$ cat config.mk
export PLATFORM = sky130hd
export DESIGN_NAME = hs_xfer_engine
export DESIGN_NICKNAME = d
export VERILOG_FILES = /design/src/rtl/hsx_pkg.sv /design/src/rtl/hsx_outbuf.sv /design/src/rtl/hsx_inbuf.sv /design/src/rtl/hsx_irq_delay.sv /design/src/rtl/hs_xfer_engine.sv
export SDC_FILE = /design/constraint.sdc
export NUM_CORES = 1
export LEC_CHECK = 0
export BUFFER_PORTS_ARGS = -buffer_cell sky130_fd_sc_hd__buf_2
export CORE_MARGIN = 8
export CORE_UTILIZATION = 60
export CTS_BUF_LIST = sky130_fd_sc_hd__clkbuf_16
export DETAILED_ROUTE_END_ITERATION = 10
export PLACE_DENSITY = 0.85
export SETUP_SLACK_MARGIN = 0.2
export SLEW_MARGIN = 40
export SYNTH_ARGS = -nofsm -noshare
export SYNTH_HDL_FRONTEND = slang
export SYNTH_SLANG_ARGS = --single-unit
export TNS_END_PERCENT = 50
$ cat constraint.sdc
create_clock -name clk -period 3.35 [get_ports clk]
set_input_delay 0.1675 -clock clk [delete_from_list [all_inputs] [get_ports clk]]
set_output_delay 0.1675 -clock clk [all_outputs]
set_load 0.1 [all_outputs]
$ cat src/rtl/hsx_pkg.sv
// Shared constants for the host byte transfer handshake engine.
// Assumes an 8-bit control port with the three handshake lines at fixed bits.
package hsx_pkg;
    localparam int BIT_REQ = 3;   // request line, driven by the block
    localparam int BIT_ACK = 4;   // acknowledge line, driven by the host
    localparam int BIT_TIP = 5;   // transfer in progress, driven by the host
endpackage

$ cat src/rtl/hsx_outbuf.sv
// Outbound packet buffer: collects bytes shifted out by the host and
// hands them over as one packet. Assumes deliver and cap never coincide.
module hsx_outbuf #(
    parameter int DEPTH = 16
) (
    input  logic                         clk,
    input  logic                         rst_n,
    input  logic                         cap,
    input  logic [7:0]                   din,
    input  logic                         deliver,
    input  logic [$clog2(DEPTH)-1:0]     rd_addr,
    output logic                         full,
    output logic                         pkt_valid,
    output logic [$clog2(DEPTH+1)-1:0]   pkt_len,
    output logic [7:0]                   rd_byte
);
    localparam int AW = $clog2(DEPTH);
    localparam int LW = $clog2(DEPTH+1);

    logic [7:0]    mem [DEPTH];
    logic [LW-1:0] idx;

    assign full    = (idx == LW'(DEPTH));
    assign rd_byte = mem[rd_addr];

    // Store an accepted byte at the current index.
    always_ff @(posedge clk) begin
        if (cap && !full) mem[idx[AW-1:0]] <= din;
    end

    // Advance the index on capture, clear it and publish the count on delivery.
    always_ff @(posedge clk) begin
        if (!rst_n) begin
            idx       <= '0;
            pkt_valid <= 1'b0;
            pkt_len   <= '0;
        end else begin
            pkt_valid <= 1'b0;
            if (deliver) begin
                if (idx != '0) begin
                    pkt_valid <= 1'b1;
                    pkt_len   <= idx;
                end
                idx <= '0;
            end else if (cap && !full) begin
                idx <= idx + 1'b1;
            end
        end
    end
endmodule

$ cat src/rtl/hsx_inbuf.sv
// Inbound reply buffer: holds a reply packet and presents the next byte.
// The status outputs already reflect a commit in the same cycle, so the
// handshake can be evaluated against the freshly restarted index.
module hsx_inbuf #(
    parameter int DEPTH = 16
) (
    input  logic                         clk,
    input  logic                         rst_n,
    input  logic                         we,
    input  logic [$clog2(DEPTH)-1:0]     waddr,
    input  logic [7:0]                   wdata,
    input  logic                         commit,
    input  logic [$clog2(DEPTH+1)-1:0]   clen,
    input  logic                         pop,
    output logic [7:0]                   cur_byte,
    output logic                         pending,
    output logic                         last
);
    localparam int AW = $clog2(DEPTH);
    localparam int LW = $clog2(DEPTH+1);

    logic [7:0]    mem [DEPTH];
    logic [LW-1:0] idx, size;
    logic [LW-1:0] idx_eff, size_eff;

    // Effective index and length, taking a same-cycle commit into account.
    always_comb begin
        idx_eff  = commit ? '0 : idx;
        size_eff = size;
        if (commit) size_eff = (clen > LW'(DEPTH)) ? LW'(DEPTH) : clen;
    end

    assign pending  = (idx_eff < size_eff);
    assign last     = (({1'b0, idx_eff} + 1'b1) >= {1'b0, size_eff});
    assign cur_byte = mem[idx_eff[AW-1:0]];

    // Reply byte storage written by the reply producer.
    always_ff @(posedge clk) begin
        if (we) mem[waddr] <= wdata;
    end

    // Track the reply length and the next byte to hand out.
    always_ff @(posedge clk) begin
        if (!rst_n) begin
            idx  <= '0;
            size <= '0;
        end else begin
            size <= size_eff;
            if (pop)         idx <= idx_eff + 1'b1;
            else if (commit) idx <= '0;
        end
    end
endmodule

$ cat src/rtl/hsx_irq_delay.sv
// Interrupt delay: turns a schedule request into a one-cycle pulse,
// either at once or DELAY_CYC cycles later. A delayed request replaces
// any pending one; an immediate request leaves a pending count alone.
module hsx_irq_delay #(
    parameter int DELAY_CYC = 30
) (
    input  logic clk,
    input  logic rst_n,
    input  logic sched,
    input  logic immediate,
    output logic irq
);
    localparam int CW = $clog2(DELAY_CYC + 1);

    logic [CW-1:0] cnt;
    logic          arm;

    assign arm = sched && !immediate;

    // Count down a delayed request and pulse when it expires.
    always_ff @(posedge clk) begin
        if (!rst_n) begin
            cnt <= '0;
            irq <= 1'b0;
        end else begin
            irq <= (sched && immediate) || (cnt == CW'(1) && !arm);
            if (arm)             cnt <= CW'(DELAY_CYC);
            else if (cnt != '0)  cnt <= cnt - 1'b1;
        end
    end
endmodule

$ cat src/rtl/hs_xfer_engine.sv
// Host byte transfer handshake engine. It evaluates the three-line
// handshake on every port write, control write and reply commit, moves one
// byte per line toggle, drives the request line and schedules the
// shift-register interrupt. Assumes at most one byte event per cycle.
// The stored port value doubles as the previous value for edge detection.
module hs_xfer_engine #(
    parameter int DEPTH    = 16,
    parameter int CLK_KHZ  = 100,
    parameter int DELAY_US = 300
) (
    input  logic                         clk,
    input  logic                         rst_n,
    input  logic                         port_wr,
    input  logic [7:0]                   port_wdata,
    input  logic                         ctl_wr,
    input  logic                         ctl_out_mode,
    input  logic [7:0]                   dir_b,
    input  logic                         sr_wr,
    input  logic [7:0]                   sr_wdata,
    input  logic                         rin_we,
    input  logic [$clog2(DEPTH)-1:0]     rin_addr,
    input  logic [7:0]                   rin_data,
    input  logic                         rin_commit,
    input  logic [$clog2(DEPTH+1)-1:0]   rin_len,
    input  logic [$clog2(DEPTH)-1:0]     pkt_addr,
    output logic [7:0]                   port_q,
    output logic [7:0]                   sr_rdata,
    output logic                         sr_irq,
    output logic                         pkt_valid,
    output logic [$clog2(DEPTH+1)-1:0]   pkt_len,
    output logic [7:0]                   pkt_byte
);
    import hsx_pkg::*;

    localparam int DELAY_CYC = (DELAY_US * CLK_KHZ) / 1000;

    logic [7:0] prev_port, port_cand, port_next, sr_q;
    logic       mode_q, mode_cand, do_eval, line_chg;
    logic       cap, pop, deliver, sched;
    logic       out_full, in_pending, in_last;
    logic [7:0] in_byte;

    assign do_eval   = port_wr || ctl_wr || rin_commit;
    assign port_cand = port_wr ? port_wdata : prev_port;
    assign mode_cand = ctl_wr ? ctl_out_mode : mode_q;
    assign line_chg  = (port_cand[BIT_ACK] != prev_port[BIT_ACK]) ||
                       (port_cand[BIT_TIP] != prev_port[BIT_TIP]);

    // Handshake evaluation: decide the byte action and the new request level.
    always_comb begin
        port_next = port_cand;
        cap       = 1'b0;
        pop       = 1'b0;
        deliver   = 1'b0;
        sched     = 1'b0;
        if (do_eval) begin
            if (!port_cand[BIT_TIP]) begin
                if (mode_cand) begin
                    if (line_chg) begin
                        cap   = 1'b1;
                        sched = !out_full;
                    end
                end else if (in_pending && line_chg) begin
                    pop   = 1'b1;
                    sched = 1'b1;
                    if (in_last) port_next[BIT_REQ] = 1'b1;
                end
            end else if (prev_port[BIT_TIP] &&
                         port_cand[BIT_ACK] != prev_port[BIT_ACK]) begin
                port_next[BIT_REQ] = port_cand[BIT_ACK];
                sched              = 1'b1;
            end else begin
                if (!prev_port[BIT_TIP]) begin
                    deliver = 1'b1;
                    sched   = 1'b1;
                end
                if (in_pending) port_next[BIT_REQ] = 1'b0;
            end
        end
    end

    // Port value, shift direction and shift-data register.
    always_ff @(posedge clk) begin
        if (!rst_n) begin
            prev_port <= '0;
            mode_q    <= 1'b0;
            sr_q      <= '0;
        end else begin
            if (do_eval) prev_port <= port_next;
            mode_q <= mode_cand;
            if (pop)        sr_q <= in_byte;
            else if (sr_wr) sr_q <= sr_wdata;
        end
    end

    assign port_q   = prev_port;
    assign sr_rdata = sr_q;

    hsx_outbuf #(.DEPTH(DEPTH)) u_out (
        .clk(clk), .rst_n(rst_n), .cap(cap), .din(sr_q), .deliver(deliver),
        .rd_addr(pkt_addr), .full(out_full), .pkt_valid(pkt_valid),
        .pkt_len(pkt_len), .rd_byte(pkt_byte)
    );

    hsx_inbuf #(.DEPTH(DEPTH)) u_in (
        .clk(clk), .rst_n(rst_n), .we(rin_we), .waddr(rin_addr),
        .wdata(rin_data), .commit(rin_commit), .clen(rin_len), .pop(pop),
        .cur_byte(in_byte), .pending(in_pending), .last(in_last)
    );

    hsx_irq_delay #(.DELAY_CYC(DELAY_CYC)) u_irq (
        .clk(clk), .rst_n(rst_n), .sched(sched || rin_commit),
        .immediate(dir_b == 8'hFF), .irq(sr_irq)
    );
endmodule

* Word-level counts from Yosys, hierarchy flattened *
Memories as Yosys holds them, arrays and structs flattened.
Index checks and enable logic that the tools add are counted.

storage, ports and cells
  register bits = 44
  logic and storage cells = 88
  bits of input ports = 53
  bits in writable memories = 256
  memories = 2

memories
  name       depth  width  rd ports  clocked after Yosys merged registers in  write ports  RTL line          text
  u_in.mem   16     8      1         0                                        1            hsx_inbuf.sv:22   logic [7:0] mem [DEPTH];
  u_out.mem  16     8      1         0                                        1            hsx_outbuf.sv:20  logic [7:0] mem [DEPTH];

operators by class
  magnitude comparators = 3
  reduce and logical (&&, ||, !) cells = 23
  equal/unequal tests = 5
  bitwise logic cells = 1
  $add $sub $neg = 4
  multiplexer cells = 38

operators by type and width
  kind                 count
  $mux 5               6
  $mux 1               29
  $mux 8               2
  $add 5x1->5 const B  2
  $reduce_bool 5->1    2
  $eq 8x8->1 const B   1
  $add 5x1->6 const B  1
  $ge 6x5->1           1
  $logic_and 1x1->1    6
  $mux 6               1
  $reduce_and 2->1     3
  $eq 5x1->1 const B   1
  $eq 5x5->1 const B   1
  $gt 5x5->1 const B   1
  $logic_or 1x1->1     5
  $lt 5x5->1           1
  $sub 5x1->5 const B  1
  $reduce_bool 2->1    2
  $reduce_or 2->1      2
  $logic_not 1->1      3
  $ne 1x1->1           2
  $not 1->1            1

* Logic depth before layout (Yosys ltp) *
Gate-level depths: netlist of the first run.

  word-level depth = 14
  mapped depth = 13
  mapped depth without buffers = 10

* Hierarchy *
A second synthesis of the first run with hierarchy kept.

second synthesis, totals
  cell total of the unflattened synthesis = 799
  area, all modules = 12628.4 um^2

modules (own cells, without submodules)
  module          times used  cells each  area each (um^2)
  hsx_inbuf       1           379         5819.3
  hsx_outbuf      1           281         5490.3
  hs_xfer_engine  1           106         980.9
  hsx_irq_delay   1           33          337.8

* Worst setup path before layout of the first run *
Ideal clock, no wire load.

  kind = register to register
  start = reg prev_port[5] (netlist: port_q[5])
  end = mem u_out.mem[1][0] (enable)
  data required time = 2.967 ns
  data arrival time = 2.746 ns
  library setup time = 0.383 ns
  stages on the path, launching flop included = 9
  path slack = 0.221 ns
  path through = dfxtp_1 -> mux2i_1 -> inv_1 -> ha_1 -> o21ai_0 -> and3_1 -> buf_6 -> nand2_1 -> nor3_1

between the ends
  cells in the longest elaborated chain, start to end = 10

ends and longest elaborated chain
  element                         RTL line              text
  start, declared                 hs_xfer_engine.sv:37  logic [7:0] prev_port, port_cand, port_next, sr_q;
  start signal, assigned          hs_xfer_engine.sv:89  if (do_eval) prev_port <= port_next;
  $mux 6 *                        hs_xfer_engine.sv:44  assign port_cand = port_wr ? port_wdata : prev_port;
  via port_cand[5]                hs_xfer_engine.sv:37
  $ne 1x1->1                      hs_xfer_engine.sv:47  (port_cand[BIT_TIP] != prev_port[BIT_TIP]);
  $logic_or 1x1->1                hs_xfer_engine.sv:46  assign line_chg = (port_cand[BIT_ACK] != prev_port[BIT_ACK]) ||
  $mux 1                          hs_xfer_engine.sv:59  if (line_chg) begin
  $mux 1                          hs_xfer_engine.sv:58  if (mode_cand) begin
  $mux 1 *                        hs_xfer_engine.sv:57  if (!port_cand[BIT_TIP]) begin
  $mux 1 *                        hs_xfer_engine.sv:56  if (do_eval) begin
  $logic_and 1x1->1 *             hsx_outbuf.sv:28      if (cap && !full) mem[idx[AW-1:0]] <= din;
  $mux 1 *                        hsx_outbuf.sv:28
  $mux 1 (implied by the code) *  hsx_outbuf.sv:28
  end, declared                   hsx_outbuf.sv:20

The timed path passes the listed nets; every way through them passes the cells marked *.

* Worst setup path in the final report of the first run *
  start = reg u_out.idx[0]
  end = mem u_out.mem[12][6] (enable)

between the ends
  cells in the longest elaborated chain, start to end = 5

ends and longest elaborated chain
  element                       RTL line          text
  start, declared               hsx_outbuf.sv:21  logic [LW-1:0] idx;
  start signal, assigned        hsx_outbuf.sv:46  idx <= idx + 1'b1;
  $eq 5x5->1                    hsx_outbuf.sv:23  assign full = (idx == LW'(DEPTH));
  $logic_not 1->1               hsx_outbuf.sv:28
  $logic_and 1x1->1             hsx_outbuf.sv:28
  $mux 1                        hsx_outbuf.sv:28
  $mux 1 (implied by the code)  hsx_outbuf.sv:28

Several ways; a longest one is shown, not always the timed one.

==> results.json, run 1 <==
{
  "cts_root_buffer": "clkbuf_16",
  "die_w_um": 158.8,
  "synth-main-ff-cell": "edfxtp_1",
  "synth-simple-area-share_pct": 5.741,
  "worst_pin_slew_ns": 0.7951,
  "finalNonFillerCells": 1154,
  "cts_buffers": 28,
  "clk_pin_slew_ns": 0.07,
  "synth_compound_area_share_pct": 7.163,
  "cpMaxStageDelayCell": "nor2_1",
  "gp_congestion": 0.8052,
  "area.growth.synth_to_final_pct": 14.29,
  "ys_ff_latch": 300,
  "p_comb_share_pct": 9.1,
  "status": "complete, no violations",
  "antenna_cells": 0,
  "rows": 52,
  "fin_skew_ns": 0.01051,
  "finalInstanceArea_um2": 13970,
  "crit_fanout": 8,
  "synth_edf_count": 256,
  "dr_total_vias": 7021,
  "fmax_mhz": 362.9,
  "cts_tree": "built",
  "place_area_um2": 12990,
  "yosysWarnings": 0,
  "p_leak_nw": 4.790,
  "regArea_um2": 8569,
  "first_pass_iters": 8,
  "grt_pass1_wl_um": 40070,
  "wl_um": 25930,
  "layout_commonest_cell": "edfxtp_1",
  "drive_above_1_share_pct": 23.42,
  "post-route-period-util_pct": 82.25,
  "wl_per_cell_um": 22.47,
  "slew_headroom_pct": 46.99,
  "fillers": 1242,
  "die_h_um": 158.8,
  "gr-total-overflow": 0,
  "period_minus_slack_ns": 2.755,
  "critPathTopFamily": "simple AND/OR/NAND/NOR gates",
  "synthXorXnorAreaFrac_pct": 0.7880,
  "antenna_found_initial": 1,
  "multi_input_area_um2": 3420,
  "cts.htree.levels": 1,
  "arrival_ns": 2.92,
  "cp_slowest_stage_delay_ns": 0.58,
  "hp-class": "primary input to flop",
  "tns_ns": 0,
  "synth.net_count": 830,
  "hold-worst-slack_ns": 0.02117,
  "fin_nets": 934,
  "power_density_nw_per_um2": 566.4,
  "ys_seq_area_share_pct": 70.08,
  "final_util_pct": 69.50,
  "globalRouteTotalUtil_pct": 20.24,
  "maxSlewViolCount": 0,
  "crit_required_ns": 3.51,
  "synth_area_um2": 12230,
  "clock_power_share_pct": 37.7,
  "synth-async-reset-ratio_pct": 0,
  "synthDistinctLibCells": 46,
  "ant_nets": 0,
  "core_area_um2": 20100,
  "cap_viol_max_count": 0,
  "syn-instance-count": 759,
  "switching_share_pct": 23.13,
  "max-clock-path-buffers": 3,
  "crit_type": "flop to flop",
  "crit_buf_inv": 1,
  "die_area_um2": 25200,
  "dr.first_iter.drc_count": 658,
  "synth-adder-area-share_pct": 1.842,
  "critPathLaunchType": "flop",
  "dpl.cell_count": 1092,
  "p_sw_mw": 1.831,
  "io_buffers": 83,
  "post_cts_resized": 0,
  "p_int_mw": 6.084,
  "most-common-layout-cells": "edfxtp_1 (256), buf_2 (83), mux2i_1 (50)",
  "power_frac_seq_pct": 53.3,
  "pin_count": 84,
  "hold_violations": 0,
  "setup_viol": 0,
  "synth_top_family_by_area": "multiplexers",
  "cp-end-kind": "flop",
  "crit_chain": "inv_1 > ha_1 > nor3b_1 > a21oi_1 > and3_1 > nand2_1 > nor2_1",
  "peakVddDrop_mv": 0.4546,
  "grt_max_degree": 42,
  "via_per_inst": 6.084,
  "initial_core_util_pct": 60.82,
  "avgSynthCellArea_um2": 16.11,
  "rsz0062_at_grt": "false",
  "drc_errors": 0,
  "grt_pass1_vias": 7373,
  "synth.area.mux_share_pct": 12.29,
  "postCtsSetupBuffers": 0,
  "insertion_delay_ns": 0.54,
  "hpwl_um": 17020,
  "clock_sinks": 300
}
## worst paths after layout
kind                startpoint                to  slack, ns  depth (start not counted)
setup reg to reg  u_out.idx[0]  u_out.mem[12][6]       0.59                          7
hold / removal      rin_commit         u_irq.irq       0.02                          2
hold reg to reg   u_irq.cnt[2]         u_irq.irq       0.51                          1
setup / recovery  u_out.idx[0]  u_out.mem[12][6]       0.59                          7
## sequential cells by signal (all words and copies together), names as in the netlist
signal and flops:
u_in.mem 128, u_out.idx 5, mode_q 1, u_in.size 5, port_q 8, u_irq.cnt 5, u_out.pkt_valid 1, u_in.idx 5
u_out.mem 128, sr_rdata 8, u_irq.irq 1, u_out.pkt_len 5
## cells in the mapped netlist, drive strengths merged, types with 3 or more instances
cell type  count  share of area [%]
nor2          39                1.2
edfxtp       256                 63
nand4          3               0.15
mux2i         50                4.1
buf           24                1.1
a21boi         4               0.25
ha            18                1.8
mux4          40                7.4
nor3          11               0.45
nand2b         9               0.46
clkbuf        21               0.64
o22ai         16               0.82
xnor2         10               0.72
inv           12               0.37
mux2           9               0.83
or3            3               0.15
a21oi         30                1.2
dfxtp         44                7.2
and3           3               0.15
a222oi         8               0.65
a221oi        24                1.7
and2           7               0.36
nand2         22               0.68
nand3          3               0.12
a31oi         10               0.51
o21ai         37                1.5
nor2b         28                1.4
## layout make-up
cell class              instances  share of cell area, %
clock buffers                  29                  5.193
clock inverters                22                  1.048
inverters                      13                 0.3492
multi-input cells             401                  24.47
flip-flops and latches        300                  61.33
well taps                     270                  2.418
repair buffers                119                  5.193
## through the flow
step	setup slack (ns)	power, mW
floorplan	0.2209	4.794
global placement	0.6921	4.970
detailed placement	0.5407	4.998
CTS	0.6272	7.958
global route	0.4106	8.155
finish	0.5946	7.914
## power groups by stage
stage | Combinational, mW | Sequential [mW] | Clock (mW)
CTS | 0.719 | 4.22 | 3.02
global route | 0.764 | 4.22 | 3.17
floorplan | 0.393 | 4.40 | 0
global placement | 0.684 | 4.29 | 0
detailed placement | 0.704 | 4.29 | 0
finish | 0.719 | 4.22 | 2.98
## routing by layer
metal,vias to the layer above,routed length (um),global-route usage (%)
met4,2,973,8.701
met5,-,13,0
met2,287,13810,36.89
met3,71,1496,3.697
li1,3190,-,-
met1,3471,9639,22.90
## logic make-up (layout without fill, tap and decap cells)
kind of cell	after synthesis	in the layout
flops	300	300
simple gates	137	137
compound gates	136	136
mux	99	99
buf+inv	58	183
fa+ha+maj	18	18
xor+xnor	11	11
## what timing repair did
action,in CTS,in global routing
setup endpoints to repair,0,0
hold buffers,11,0
hold endpoints to repair,11,0
No activity file was read; power rests on OpenSTA's default activity.
==> run 2, diff against run 1 <==
CORE_UTILIZATION = 54   (was 60)
PLACE_DENSITY = 0.81   (was 0.85)
clock period = 2.29 ns   (was 3.35 ns; I/O delays follow)
==> run 2 against run 1 <==
Compared with the run above: the run now ends with setup timing left; first-iteration DRC count decreased by 4.9%; register-to-register slack worse by 0.46 ns; sequential cell count stayed put; worst setup slack lost 0.61 ns; final cell count up 5.5%; cell area is 6.8% higher; power rose by 55%; sequential power rose by 46%; largest power group unchanged.
==> results.json, run 2 (synthesis gave the netlist of run 1 again) <==
{
  "status": "finished with violations",
  "violations": "setup timing",
  "r2r-start": "u_in.size[1]",
  "hold_violations": 0,
  "cts_buffers": 29,
  "top_regs": "u_in.mem x128, u_out.mem x128",
  "area.growth.synth_to_final_pct": 22.01,
  "rows": 55,
  "hp-class": "primary input to flop",
  "holdCritStartpoint": "sr_wdata[0]",
  "drive_above_1_share_pct": 32.48,
  "multi_input_area_um2": 3704,
  "clock_power_share_pct": 39.6,
  "peakVddDrop_mv": 0.6658,
  "critPathTopFamily": "multiplexers",
  "gr-total-overflow": 0,
  "hpwl_um": 16800,
  "regArea_um2": 8578,
  "min_to": "sr_rdata[0]",
  "grt_pass1_wl_um": 41280,
  "reg2regPathDepth": 11,
  "worstHoldPathCells": 4,
  "path_common_cell": "mux4_2",
  "fillers": 1428,
  "cap_viol_max_count": 0,
  "cts_tree": "built",
  "r2r_end": "u_irq.irq",
  "fin_nets": 981,
  "clk_pin_slew_ns": 0.06,
  "fin_ws_ns": -0.01178,
  "fmax_mhz": 434.4,
  "most-common-layout-cells": "edfxtp_1 (256), buf_2 (75), buf_4 (53)",
  "setup_viol": 2,
  "final_util_pct": 66.50,
  "worst_pin_slew_ns": 0.8456,
  "cp-end-kind": "primary output",
  "globalRouteTotalUtil_pct": 18.65,
  "crit_buf_inv": 1,
  "core_area_um2": 22430,
  "power_density_nw_per_um2": 821.7,
  "max-clock-path-buffers": 3,
  "p_comb_share_pct": 10.2,
  "power_frac_seq_pct": 50.2,
  "io_buffers": 83,
  "wl_um": 26620,
  "antenna_cells": 0,
  "dr_total_vias": 7225,
  "p_int_mw": 9.370,
  "grt_max_degree": 42,
  "arrival_ns": 2.19,
  "grt_pass1_vias": 7420,
  "critPathLaunchType": "flop",
  "fin_skew_ns": 0.01672,
  "pin_count": 84,
  "dr.first_iter.drc_count": 626,
  "drc_errors": 0,
  "p_leak_nw": 5.141,
  "via_per_inst": 5.932,
  "period_minus_slack_ns": 2.302,
  "p_sw_mw": 2.888,
  "initial_core_util_pct": 54.50,
  "die_area_um2": 27710,
  "reg2reg_slack_ns": 0.13,
  "insertion_delay_ns": 0.54,
  "cp_slowest_stage_delay_ns": 0.52,
  "die_h_um": 166.5,
  "crit_chain": "mux4_2 > mux4_2 > buf_6",
  "rsz0062_at_grt": "true",
  "die_w_um": 166.5,
  "cts.htree.levels": 1,
  "slew_headroom_pct": 43.57,
  "switching_share_pct": 23.56,
  "maxSlewViolCount": 0,
  "cts_root_buffer": "clkbuf_16",
  "gp_congestion": 0.7783,
  "crit_required_ns": 2.18,
  "antenna_found_initial": 0,
  "first_pass_iters": 5,
  "tns_ns": -0.01976,
  "clock_sinks": 300,
  "crit_type": "flop to primary output",
  "wl_per_cell_um": 21.85,
  "layout_commonest_cell": "edfxtp_1",
  "crit_fanout": 1,
  "post-route-period-util_pct": 100.5,
  "ant_nets": 0,
  "cpMaxStageDelayCell": "mux4_2"
}
-- run 2: worst max path at each step --
stage / cells after the start / from / slack, ns / to
finish: 3 / u_out.mem[13][2] / -0.01 / pkt_byte[2]
global route: 3 / u_out.mem[3][0] / -0.04 / pkt_byte[0]
CTS: 3 / u_out.mem[13][2] / -0.008 / pkt_byte[2]
detailed placement: 11 / rin_commit / 0.09 / u_in.idx[2]
global placement: 11 / rin_commit / 0.14 / u_in.idx[2]
floorplan: 12 / rin_commit / 0.09 / u_in.idx[2]
-- run 2: power groups by stage --
stage | Combinational [mW] | Clock (mW) | Sequential (mW)
3_3_place_gp | 1.08 | 0 | 6.26
4_1_cts | 1.19 | 4.91 | 6.15
3_5_place_dp | 1.10 | 0 | 6.27
5_1_grt | 1.33 | 5.13 | 6.16
6_report | 1.25 | 4.85 | 6.16
2_1_floorplan | 0.593 | 0 | 6.44
-- run 2: what timing repair did --
| action | CTS | global route |
|---|---|---|
| resized for setup | 37 | 43 |
| pin swaps | 6 | 11 |
| hold buffers | 19 | 0 |
| setup endpoints to repair | 77 | 156 |
| setup buffers | 1 | 8 |
| hold endpoints to repair | 138 | 0 |
-- run 2: layer usage --
metal,part of all wire (%),vias up,GRT usage [%]
met2,54,241,34.50
met4,2.7,0,5.405
met1,38,3640,22.19
met5,0,-,0
met3,5.0,48,2.790
li1,-,3296,-
-- run 2: per-stage QoR --
step | instance area, um2 | setup WS (ns) | power, mW | hold WS (ns) | std cells
floorplan | 12380 | 0.08848 | 7.031 | 0.2134 | 759
CTS | 14720 | -0.008001 | 12.24 | 0.002493 | 1210
global placement | 13400 | 0.1380 | 7.336 | 0.3770 | 1136
global route | 14920 | -0.04342 | 12.62 | 0.001647 | 1218
finish | 14920 | -0.01178 | 12.26 | 0.004076 | 1218
detailed placement | 13410 | 0.08670 | 7.370 | 0.3851 | 1136
-- run 2: cell type report --
class                   instances  share of cell area [%]
well taps                     285                   2.390
multi-input cells             401                   24.83
clock buffers                  30                   5.032
clock inverters                24                   1.510
flip-flops and latches        300                   57.50
inverters                      13                  0.3355
repair buffers                165                   8.404
-- run 2: worst min-delay path, stage by stage --
cell     delay, ns
buf_2         0.09
mux2_2        0.15
o21ai_2       0.04
a31oi_1       0.11
==> run 3, diff against run 2 <==
SETUP_SLACK_MARGIN = default   (was 0.2)
==> run 3 against run 2 <==
Compared with the run above: the run still ends with setup timing left; utilization is 0.94 points lower; final cell count about the same; sequential cell count unchanged; non-clock buffer count rose by 1; clock-buffer cell count fell by 1; register-to-register slack worse by 0.08 ns; die area unchanged; global-route usage shrank 0.24 points; critical path type unchanged.
==> results.json, run 3 (synthesis gave the netlist of run 1 again) <==
{
  "first_pass_iters": 5,
  "violations": "setup timing",
  "cap_viol_max_count": 0,
  "insertion_delay_ns": 0.54,
  "p_sw_mw": 2.791,
  "p_leak_nw": 5.126,
  "die_w_um": 166.5,
  "top_regs": "u_in.mem x128, u_out.mem x128",
  "antenna_found_initial": 0,
  "clk_pin_slew_ns": 0.06,
  "grt.met3_usage_pct": 3.688,
  "post-route-period-util_pct": 100.3,
  "antenna_cells": 0,
  "rsz0062_at_grt": "true",
  "gp_congestion": 0.8231,
  "hold-worst-slack_ns": 0.01291,
  "core_area_um2": 22430,
  "hold_violations": 0,
  "arrival_ns": 2.18,
  "gr-total-overflow": 0,
  "p_comb_share_pct": 9.9,
  "crit_required_ns": 2.18,
  "final_util_pct": 65.56,
  "setup_viol": 1,
  "worst_pin_slew_ns": 0.7874,
  "wl_per_cell_um": 21.74,
  "cts_buffers": 29,
  "fin_ws_ns": -0.006237,
  "grt_pass1_vias": 7399,
  "fin_skew_ns": 0.01157,
  "maxSlewViolCount": 0,
  "period_minus_slack_ns": 2.296,
  "crit_chain": "mux4_2 > mux4_2 > buf_12",
  "tns_ns": -0.006237,
  "place_area_um2": 13320,
  "reg2reg_slack_ns": 0.05,
  "dr.first_iter.drc_count": 595,
  "rows": 55,
  "use_met2_pct": 32.41,
  "ant_nets": 0,
  "cts_tree": "built",
  "fin_nets": 982,
  "area.growth.synth_to_final_pct": 20.29,
  "drc_errors": 0,
  "drive_above_1_share_pct": 28.91,
  "max-clock-path-buffers": 3,
  "power_frac_seq_pct": 50.7,
  "clock_sinks": 300,
  "slew_headroom_pct": 47.32,
  "clock_power_share_pct": 39.4,
  "switching_share_pct": 22.97,
  "path_common_cell": "mux4_2",
  "grt_max_degree": 42,
  "dr_total_vias": 7269,
  "status": "finished with violations",
  "crit_buf_inv": 1,
  "io_buffers": 83,
  "fmax_mhz": 435.5,
  "cts.htree.levels": 1,
  "pin_count": 84,
  "wl_um": 26500,
  "cp_slowest_stage_delay_ns": 0.53,
  "initial_core_util_pct": 54.50,
  "p_int_mw": 9.360,
  "globalRouteTotalUtil_pct": 18.41,
  "layout_commonest_cell": "edfxtp_1",
  "cts_root_buffer": "clkbuf_16",
  "die_h_um": 166.5,
  "most-common-layout-cells": "edfxtp_1 (256), buf_2 (74), buf_4 (55)",
  "cp-end-kind": "primary output",
  "grt_pass1_wl_um": 40540,
  "critPathTopFamily": "multiplexers",
  "use_met1_pct": 22.40,
  "peakVddDrop_mv": 0.6382,
  "crit_fanout": 1,
  "via_per_inst": 5.963,
  "hp-class": "primary input to flop",
  "power_density_nw_per_um2": 826.2,
  "cpMaxStageDelayCell": "mux4_2",
  "top_usage_layer": "met2",
  "finalInstanceArea_um2": 14710,
  "hpwl_um": 17210,
  "critPathLaunchType": "flop",
  "crit_type": "flop to primary output",
  "die_area_um2": 27710
}
## run 3: changes by cell type in the layout (fill, tap and decap cells not counted), moves of 3 or more
cell / before / now
nor2_1: 26 / 35
clkinv_1: 2 / 10
nor2_4: 8 / 1
buf_12: 10 / 4
inv_2: 5 / 0
o21ai_0: 26 / 31
o21ai_2: 7 / 2
buf_6: 8 / 12
clkinv_2: 8 / 4
a21oi_1: 24 / 27
ha_1: 15 / 18
## run 3: area by class of cell
cell class / count / area [um2]
fillers: 1472 / 7726
clock inverters: 25 / 242.7
flip-flops and latches: 300 / 8577
multi-input cells: 401 / 3511
inverters: 13 / 48.80
well taps: 285 / 356.6
repair buffers: 166 / 1246
clock buffers: 29 / 725.7
## run 3: power by group through the flow
stage	clock network (mW)	registers [mW]	logic, mW
after floorplan	0	6.44	0.577
after global placement	0	6.27	1.07
after detailed placement	0	6.28	1.09
after CTS	4.85	6.16	1.14
after global routing	5.04	6.18	1.27
final	4.78	6.16	1.20
## run 3: layer usage
layer  up-vias  part of all wire [%]
met2       281                    51
met3        59                   6.1
li1       3302                     -
met1      3627                    40
met4         0                   3.0
met5         -                     0
## run 3: repair_timing
action                     4_1_cts  5_1_grt
setup buffers                    0        3
cloned                           0        2
setup endpoints to repair        8      149
pin swaps                        0        8
gates resized for setup         13       43
hold buffers                    17        1
hold endpoints to repair       122        1
## run 3: path summary, 6_finish.rpt
check                  start            to  cells after the start
min               rin_len[0]  u_in.size[0]                      4
max reg2reg      u_in.idx[3]   u_in.idx[2]                     10
min reg2reg     u_irq.cnt[2]     u_irq.irq                      1
max          u_out.mem[4][5]   pkt_byte[5]                      3
## run 3: worst register-to-register path: cells and delay by family (launching register included)
family,cells,cell delay (ns)
and+or+nand+nor,5,0.86
DFF,1,0.46
AOI/OAI and AO/OA,2,0.30
buffers and inverters,2,0.29
adders and majority gates,1,0.27
## run 3: stage by stage
step	total power, mW	setup slack [ns]	std cells
floorplan	7.015	-0.07833	759
global placement	7.336	0.1047	1143
detailed placement	7.370	0.03692	1143
CTS	12.16	-0.06395	1214
global route	12.49	-0.06782	1219
finish	12.15	-0.006237	1219
